`config.mk`:
```
export PLATFORM = sky130hd
export DESIGN_NAME = clkgate_wdt_ctrl
export DESIGN_NICKNAME = d
export VERILOG_FILES = /design/src/rtl/clkgate_wdt_pkg.sv /design/src/rtl/cgw_sync2.sv /design/src/rtl/cgw_watchdog.sv /design/src/rtl/cgw_gate_merge.sv /design/src/rtl/clkgate_wdt_ctrl.sv
export SDC_FILE = /design/constraint.sdc
export NUM_CORES = 1
export LEC_CHECK = 0
export ABC_CLOCK_PERIOD_IN_PS = 2000
export BUFFER_PORTS_ARGS = -buffer_cell sky130_fd_sc_hd__buf_2
export CAP_MARGIN = 30
export CORE_AREA = 2 2 75 77
export CTS_CLUSTER_SIZE = 24
export DETAILED_ROUTE_END_ITERATION = 8
export DIE_AREA = 0 0 77 79
export PLACE_DENSITY = 0.83
export SETUP_SLACK_MARGIN = 0.02
export SYNTH_ARGS = -nofsm -noshare
export SYNTH_HDL_FRONTEND = slang
export SYNTH_SLANG_ARGS = --single-unit
```
`constraint.sdc`:
```
create_clock -name clk -period 2 [get_ports clk]
set_input_delay 0.3 -clock clk [delete_from_list [all_inputs] [get_ports clk]]
set_output_delay 0.3 -clock clk [all_outputs]
set_load 0.05 [all_outputs]
```
`src/rtl/clkgate_wdt_pkg.sv`:
```
package clkgate_wdt_pkg;
  typedef enum logic {
    ROLE_PWRDN = 1'b0,
    ROLE_RESET = 1'b1
  } pin_role_e;
endpackage

```
`src/rtl/cgw_sync2.sv`:
```
module cgw_sync2 #(
  parameter logic RST_VAL = 1'b1
) (
  input  logic clk,
  input  logic rst,
  input  logic d_i,
  output logic q_o
);
  logic s1_q;
  always_ff @(posedge clk) begin
    if (rst) begin
      s1_q <= RST_VAL;
      q_o  <= RST_VAL;
    end else begin
      s1_q <= d_i;
      q_o  <= s1_q;
    end
  end
endmodule

```
`src/rtl/cgw_watchdog.sv`:
```
module cgw_watchdog #(
  parameter int WDT_CYCLES   = 100000,
  parameter int PULSE_CYCLES = 57272
) (
  input  logic clk,
  input  logic rst,
  input  logic arm_i,
  input  logic kick_i,
  output logic pulse_o
);
  localparam int CW = $clog2(WDT_CYCLES + 1);
  localparam int PW = $clog2(PULSE_CYCLES + 1);
  localparam logic [CW-1:0] CNT_LAST = CW'(WDT_CYCLES - 1);
  localparam logic [PW-1:0] PLS_LAST = PW'(PULSE_CYCLES - 1);

  logic [CW-1:0] cnt_q;
  logic [PW-1:0] pcnt_q;

  always_ff @(posedge clk) begin
    if (rst) begin
      cnt_q   <= '0;
      pcnt_q  <= '0;
      pulse_o <= 1'b0;
    end else if (pulse_o) begin
      // pulse runs to completion; kicks are not looked at here
      cnt_q <= '0;
      if (pcnt_q == PLS_LAST) begin
        pulse_o <= 1'b0;
        pcnt_q  <= '0;
      end else begin
        pcnt_q <= pcnt_q + 1'b1;
      end
    end else if (!arm_i || kick_i) begin
      cnt_q <= '0;
    end else if (cnt_q == CNT_LAST) begin
      cnt_q   <= '0;
      pulse_o <= 1'b1;
    end else begin
      cnt_q <= cnt_q + 1'b1;
    end
  end
endmodule

```
`src/rtl/cgw_gate_merge.sv`:
```
module cgw_gate_merge #(
  parameter int N_OUT = 16
) (
  input  logic             clk,
  input  logic             rst,
  input  logic [N_OUT-1:0] en_i,
  input  logic             tri_i,
  input  logic             stop_i,
  output logic [N_OUT-1:0] gate_o,
  output logic             hiz_o
);
  for (genvar g = 0; g < N_OUT; g++) begin : g_out
    always_ff @(posedge clk) begin
      if (rst) gate_o[g] <= 1'b1;
      else     gate_o[g] <= en_i[g] & ~tri_i & ~stop_i;
    end
  end

  always_ff @(posedge clk) begin
    if (rst) hiz_o <= 1'b0;
    else     hiz_o <= tri_i;
  end
endmodule

```
`src/rtl/clkgate_wdt_ctrl.sv`:
```
module clkgate_wdt_ctrl
  import clkgate_wdt_pkg::*;
#(
  parameter int N_OUT        = 16,
  parameter int FREE_IDX     = 6,
  parameter int WDT_CYCLES   = 100000,
  parameter int PULSE_CYCLES = 57272
) (
  input  logic             clk,
  input  logic             rst,
  input  logic             mode_strap_i,
  input  logic             wdt_en_i,
  input  logic             wdt_kick_i,
  input  logic             pin_in_i,
  input  logic             cfg_we_i,
  input  logic [N_OUT-1:0] cfg_en_i,
  input  logic             cfg_tri_i,
  output logic [N_OUT-1:0] gate_o,
  output logic             hiz_o,
  output logic             pin_oe_o,
  output logic             mode_o
);
  pin_role_e        role_q;
  logic [N_OUT-1:0] en_q;
  logic             tri_q;
  logic             pin_sync;
  logic             pd_stop;
  logic             wdt_arm;
  logic             wdt_pulse;

  // role strap follows the pin while reset is held, frozen afterwards
  always_ff @(posedge clk) begin
    if (rst) role_q <= pin_role_e'(mode_strap_i);
  end

  always_ff @(posedge clk) begin
    if (rst) begin
      en_q  <= '1;
      tri_q <= 1'b0;
    end else if (cfg_we_i) begin
      en_q  <= cfg_en_i;
      tri_q <= cfg_tri_i;
    end
  end

  cgw_sync2 #(.RST_VAL(1'b1)) u_pin_sync (
    .clk (clk),
    .rst (rst),
    .d_i (pin_in_i),
    .q_o (pin_sync)
  );

  assign pd_stop = (role_q == ROLE_PWRDN) && !pin_sync;
  assign wdt_arm = (role_q == ROLE_RESET) && wdt_en_i;

  cgw_watchdog #(
    .WDT_CYCLES   (WDT_CYCLES),
    .PULSE_CYCLES (PULSE_CYCLES)
  ) u_wdt (
    .clk     (clk),
    .rst     (rst),
    .arm_i   (wdt_arm),
    .kick_i  (wdt_kick_i),
    .pulse_o (wdt_pulse)
  );

  cgw_gate_merge #(.N_OUT(N_OUT)) u_merge (
    .clk    (clk),
    .rst    (rst),
    .en_i   (en_q),
    .tri_i  (tri_q),
    .stop_i (pd_stop),
    .gate_o (gate_o),
    .hiz_o  (hiz_o)
  );

  assign pin_oe_o = wdt_pulse;
  assign mode_o   = role_q;
endmodule

```
==> run metrics, run 1 <==
outcome=finished clean; RePlAce Congestion=0.820; Worst EP required=2.25 ns; final wirelength=5.43 mm; reg2reg start=u_wdt.pcnt_q[0]; Die ar.=6080 um2; CTS tree=done; Core Util, Final=0.620; post-synthesis sequential area ratio=0.512; CTS root buf=clkbuf_8; vias per cell=5.20; fraction of layout cells with a size suffix above 1=0.199; synth cell count leaders=70 x dfxtp_1, 61 x nand2_1, 28 x nor2_1, 17 x mux2i_1, 13 x nand3_1; Post-CTS Setup Bufs=0; top-count cell post-synth=dfxtp_1; Die Width=77 um; worst-path cell chain=ha_1 -> nand3_1 -> or4b_1 -> or3_1 -> o32ai_1; CTS Buffer Depth=2; Num CTS Buffers=9; worst reg2reg setup slack=0.16 ns; synthesized area=2800 um2; Fmax=0.544 GHz; Area contributors post-synth=dfxtp_1 50%, nand2_1 8.2%, mux2i_1 6.1%, nor2_1 3.8%, xnor2_1 3.1%; Least-Margin Pin Slew=0.516 ns; post-synth top area share=0.501; met3 GRT Util=0.0557; Post-route DRC=0; Rel. slew slack=0.656; Static Leak=1.32 nW; CTS sink cnt=71; GR Util met2=0.321; worst skew pair latency=0.34 ns; Mapped Cells=slightly above 300; crit path max fanout=4; Post-synth EDFFs=1; port bufs=42; CP Capture Type=flip-flop; Clock transition at path regs=around 0.070 ns; First-pass DRT Iterations=4; DP Wirelength=3.74 mm; crit path launch=u_wdt.pcnt_q[0]; Site Rows=27; final worst path period share=0.920; Startpoint Class=flip-flop; cell depth of the worst hold path=1; cell accounting for the most synthesized area=dfxtp_1; first-pass GRT wire length=9.23 mm; Final min period=1.84 ns; vias in the first global route=2094; CP peak stage delay=0.51 ns; global route overflow=0; WP data arrival=2.09 ns; Warnings, synthesis=0; io pins=43; asr flop ratio synth=0; Top Usage Layer GRT=met2; GRT Total Usage=0.191; critical hold path startpoint=mode_strap_i; initial antenna violation count=0; max_cap viols=0; die height=79 um; Wirelength per Cell=around 13 um; #FFs+latches synth=between 70 and 80; final setup TNS=0 ns; clk_skew=0.00500 ns; max-slew violation count=0; maximum VDD drop=0.000660 V; area grow syn2layout=18.3%; met1 Use GR=0.236; critical path's slowest cell=or4b_1; Initial DRC Count=a little under 80; Core ar.=5340 um2; setup violators final=0; Primary FF master, synth=dfxtp_1; # nets final=379; DR vias=2232; initial core utilization=0.524; syn_area_per_cell=9.11 um2; Synth cell types=40; Ant. Diodes=0; Detail Route Antenna Nets=0; CTS H-tree depth=3; Pwr Density=approximately 910 nW/um2; unrepaired setup endpoints after global routing=false; largest net degree at the start of global routing=36; worst reg-to-reg path cell count=5; Fin. Hold Viols=0; critical path class=reg2reg; Fillers=450; HP Class=in2reg; syn nets=roughly 330
-- power breakdown --
part           internal [mW]  switching [mW]  leakage, nW  total, mW
Sequential              1.47          0.0240        0.583       1.49
Combinational         0.0816           0.178        0.624      0.260
Clock                  0.733           0.533        0.113       1.27
-- state kept, by name, indices dropped and copies added (netlist names) --
register and flops:
u_wdt.cnt_q 17, mode_o 1, u_pin_sync.q_o 1, u_pin_sync.s1_q 1, u_merge.gate_o 16, tri_q 1, en_q 16, u_wdt.pulse_o 1
u_merge.hiz_o 1, u_wdt.pcnt_q 16
-- metal layers --
metal / vias to the layer above / routed length, um
met3: 5 / 269
li1: 1148 / -
met5: - / 0
met4: 0 / 59
met2: 53 / 2420
met1: 1026 / 2670
-- worst max-delay path: cells and delay by family (launching register included) --
family	cells	cell delay, ns
adder cells (fa/ha/maj)	1	0.25
AND/OR/NAND/NOR	3	1.00
AO/OA/AOI/OAI	1	0.11
flip-flops	1	0.40
-- final timing paths --
check	endpoint
worst min register to register	u_merge.gate_o[4]
worst min-delay path	mode_o
worst max-delay path	u_wdt.pcnt_q[12]
worst max register to register	u_wdt.pcnt_q[12]
-- metrics by stage --
stage          area [um2]  std cells  total power, mW  setup slack (ns)  hold WS (ns)
5_1_grt              3310        429             3.13            0.0212         0.125
4_1_cts              3310        429             3.03             0.128         0.127
3_3_place_gp         3080        413             1.78             0.224         0.412
3_5_place_dp         3090        414             1.79             0.140         0.418
6_report             3310        429             3.02             0.161         0.133
2_1_floorplan        2800        307             1.71             0.110         0.389
-- what timing repair did --
action / 4_1_cts / 5_1_grt
gates resized for setup: 0 / 2
hold buffers: 0 / 0
endpoints found under the setup margin: 0 / 1
-- cells by family (layout without fill, tap and decap cells) --
kind of cell / count (synthesis) / in the layout / synth area share
xor gates and xnor gates: 20 / 20 / 0.0626
and+or+nand+nor: 152 / 152 / 0.272
DFF: 71 / 71 / 0.512
muxes: 17 / 17 / 0.0608
AOI/OAI and AO/OA: 22 / 22 / 0.0528
buffers and inverters: 23 / 73 / 0.0313
adders and majority gates: 2 / 2 / 0.00895
-- placed cells by master (no fill, tap or decap), types with 2 or more instances in the layout --
cell | synthesis | routed
a21oi_1 | 9 | 9
and3_1 | 4 | 4
and4_1 | 4 | 4
buf_2 | 1 | 42
buf_4 | 0 | 5
bufinv_16 | 0 | 2
clkbuf_8 | 0 | 10
dfxtp_1 | 70 | 68
dfxtp_2 | 0 | 2
ha_1 | 2 | 2
inv_1 | 10 | 10
mux2i_1 | 17 | 17
nand2_1 | 61 | 61
nand3_1 | 13 | 13
nand4_1 | 9 | 9
nor2_1 | 28 | 28
nor2b_1 | 2 | 2
nor3_1 | 3 | 3
nor4_1 | 5 | 5
nor4bb_1 | 3 | 3
o21ai_0 | 3 | 3
o31ai_1 | 3 | 3
o32ai_1 | 2 | 2
or2_2 | 3 | 3
or3_1 | 6 | 6
or4_1 | 4 | 4
xnor2_1 | 10 | 10
xor2_1 | 10 | 10
-- final cells by class --
| type | instances | area [um2] | share of cell area |
|---|---|---|---|
| multi-input combinational | 213 | 1280 | 0.386 |
| clock inverter | 5 | 80.1 | 0.0242 |
| timing repair buffer | 47 | 248 | 0.0749 |
| tap | 72 | 90.1 | 0.0272 |
| clock buffer | 10 | 138 | 0.0416 |
| inverter | 11 | 41.3 | 0.0125 |
| sequential | 71 | 1430 | 0.433 |
Power figures use the tool's default switching activity.
==> run 2: changes to the inputs <==
Settings changed: CELL_PAD_IN_SITES_DETAIL_PLACEMENT set to 1, CELL_PAD_IN_SITES_GLOBAL_PLACEMENT set to 2, CORE_AREA 2 2 75 77 to 2 2 94 96, DIE_AREA 0 0 77 79 to 0 0 96 98, PLACE_DENSITY 0.83 to 0.85.
==> run 2 against run 1 <==
  * Sequential share of layout area fell by 0.51 points
  * Non-clock buffer count rose by 3
  * Critical path depth did not move
  * Hold slack improved by 0.020 ns
==> run metrics, run 2 (synthesized netlist as in run 1, its figures left out) <==
Fillers=1015 (was 450); Core ar.=8470 um2 (was 5340 um2); Ant. Diodes=0 (unchanged); crit path max fanout=6 (was 4); HP Class=in2reg (unchanged); Startpoint Class=flip-flop (unchanged); setup ws final=0.147 ns (was 0.161 ns); placed insts=453 (was 414); die height=98 um (was 79 um); reg2reg start=u_wdt.pcnt_q[0] (unchanged); final worst path period share=0.927 (was 0.920); First-pass DRT Iterations=4 (unchanged); CTS Buffer Depth=2 (unchanged); setup violators final=0 (unchanged); Initial DRC Count=54 (was 78); GRT Total Usage=0.148 (was 0.191); largest net degree at the start of global routing=36 (unchanged); WHS=0.154 ns (was 0.133 ns); Die Width=96 um (was 77 um); Wirelength per Cell=13.6 um (was 12.6 um); most common cell after layout, fill and taps aside=dfxtp_1 (unchanged); CTS tree=done (unchanged); vias per cell=4.87 (was 5.20); worst skew pair latency=0.35 ns (was 0.34 ns); worst-path cell chain=ha_2 -> nand3_1 -> or4_1 -> a211oi_1 -> nor2_1 (was ha_1 -> nand3_1 -> or4b_1 -> or3_1 -> o32ai_1); initial antenna violation count=0 (unchanged); area grow syn2layout=19.6% (was 18.3%); commonest cells after routing, fill and taps aside=69 x dfxtp_1, 61 x nand2_1, 42 x buf_2 (was 68 x dfxtp_1, 61 x nand2_1, 42 x buf_2); clk_skew=0.0113 ns (was 0.00500 ns); Pwr Density=839 nW/um2 (was 913 nW/um2); Clock transition at path regs=0.08 ns (was 0.07 ns); CP peak stage delay=0.62 ns (was 0.51 ns); Fin. Hold Viols=0 (unchanged); pre-CTS WS=0.137 ns (was 0.140 ns); DR vias=2282 (was 2232); Fmax=0.540 GHz (was 0.544 GHz); Final min period=1.85 ns (was 1.84 ns); DP Wirelength=4.70 mm (was 3.74 mm); final setup TNS=0 ns (unchanged); Static Leak=1.31 nW (was 1.32 nW); first-pass GRT wire length=11.0 mm (was 9.23 mm); Num CTS Buffers=9 (unchanged); Overall Power=2.81 mW (was 3.02 mW); Worst EP required=2.22 ns (was 2.25 ns); register area=1430 um2 (about the same); Site Rows=34 (was 27); CP Capture Type=flip-flop (unchanged); Die ar.=9410 um2 (was 6080 um2); CTS root buf=clkbuf_8 (unchanged); critical path's slowest cell=or4_1 (was or4b_1); initial core utilization=0.330 (was 0.524); vias in the first global route=2357 (was 2094); port bufs=42 (unchanged); post-cts gate resize count=0 (unchanged); non-filler cells in the finished layout=469 (was 429); critical path class=reg2reg (unchanged); critical hold path startpoint=mode_strap_i (unchanged); fraction of layout cells with a size suffix above 1=0.208 (was 0.199); largest reg by FF count=u_wdt.cnt_q (unchanged); crit path launch=u_wdt.pcnt_q[0] (unchanged); Rel. slew slack=0.650 (was 0.656); maximum VDD drop=0.000374 V (was 0.000660 V); # nets final=382 (was 379); global route overflow=0 (unchanged); hold_buf cts=0 (unchanged); area of the multi-input gates=1280 um2 (about the same); WP data arrival=2.08 ns (was 2.09 ns); Detail Route Antenna Nets=0 (unchanged); Largest register FFs=17 (unchanged); final wirelength=6.40 mm (was 5.43 mm); Post-CTS Setup Bufs=0 (unchanged); outcome=finished clean (unchanged); io pins=43 (unchanged); Least-Margin Pin Slew=0.525 ns (was 0.516 ns); unrepaired setup endpoints after global routing=false (unchanged); Post-route DRC=0 (unchanged); CTS sink cnt=71 (unchanged); CTS H-tree depth=3 (unchanged); max-slew violation count=0 (unchanged); RePlAce Congestion=0.791 (was 0.820); max_cap viols=0 (unchanged)
==> run 2: cell count changes in the layout (fill, tap and decap cells not counted) <==
cell | previous run | this run
buf_4 | 5 | 7
clkinv_4 | 0 | 1
ha_1 | 2 | 1
dfxtp_2 | 2 | 1
bufinv_16 | 2 | 0
ha_2 | 0 | 1
clkinvlp_4 | 0 | 2
buf_6 | 0 | 1
dfxtp_1 | 68 | 69
==> run 2: final timing paths <==
path         cells after the start         endpoint  slack [ns]
min                              1           mode_o        0.15
max                              5  u_wdt.pcnt_q[5]        0.15
min reg2reg                      1   u_pin_sync.q_o        0.41
max reg2reg                      5  u_wdt.pcnt_q[5]        0.15
==> run 2: per-stage QoR <==
step	util	instance area (um2)
floorplan	-	2800
global placement	0.372	3150
detailed placement	0.373	3160
CTS	0.395	3340
global route	0.395	3340
finish	0.395	3340
==> run 2: critical path: cells and delay by family, from the launching register on <==
kind / cells / cell delay [ns]
adder cells (fa/ha/maj): 1 / 0.24
flip-flops: 1 / 0.42
AO/OA/AOI/OAI: 1 / 0.25
AND/OR/NAND/NOR: 3 / 0.83
==> run 2: layout make-up <==
type	instances	area share
Inverter	11	0.0123
Sequential cell	71	0.428
Clock inverter	6	0.0131
Timing Repair Buffer	50	0.0819
Tap cell	108	0.0404
Multi-Input combinational cell	213	0.383
Clock buffer	10	0.0412
==> run 2: routing by layer <==
metal,GRT usage,up-vias,part of all wire
met5,0,-,0
met4,0.0648,0,0.021
met3,0.0347,13,0.029
met2,0.238,31,0.48
met1,0.187,1086,0.47
li1,-,1152,-
==> run 2: report_power, final <==
group	switching [mW]	total (mW)	internal [mW]
clock network	0.555	1.04	0.488
registers	0.0238	1.49	1.47
logic	0.183	0.269	0.0856
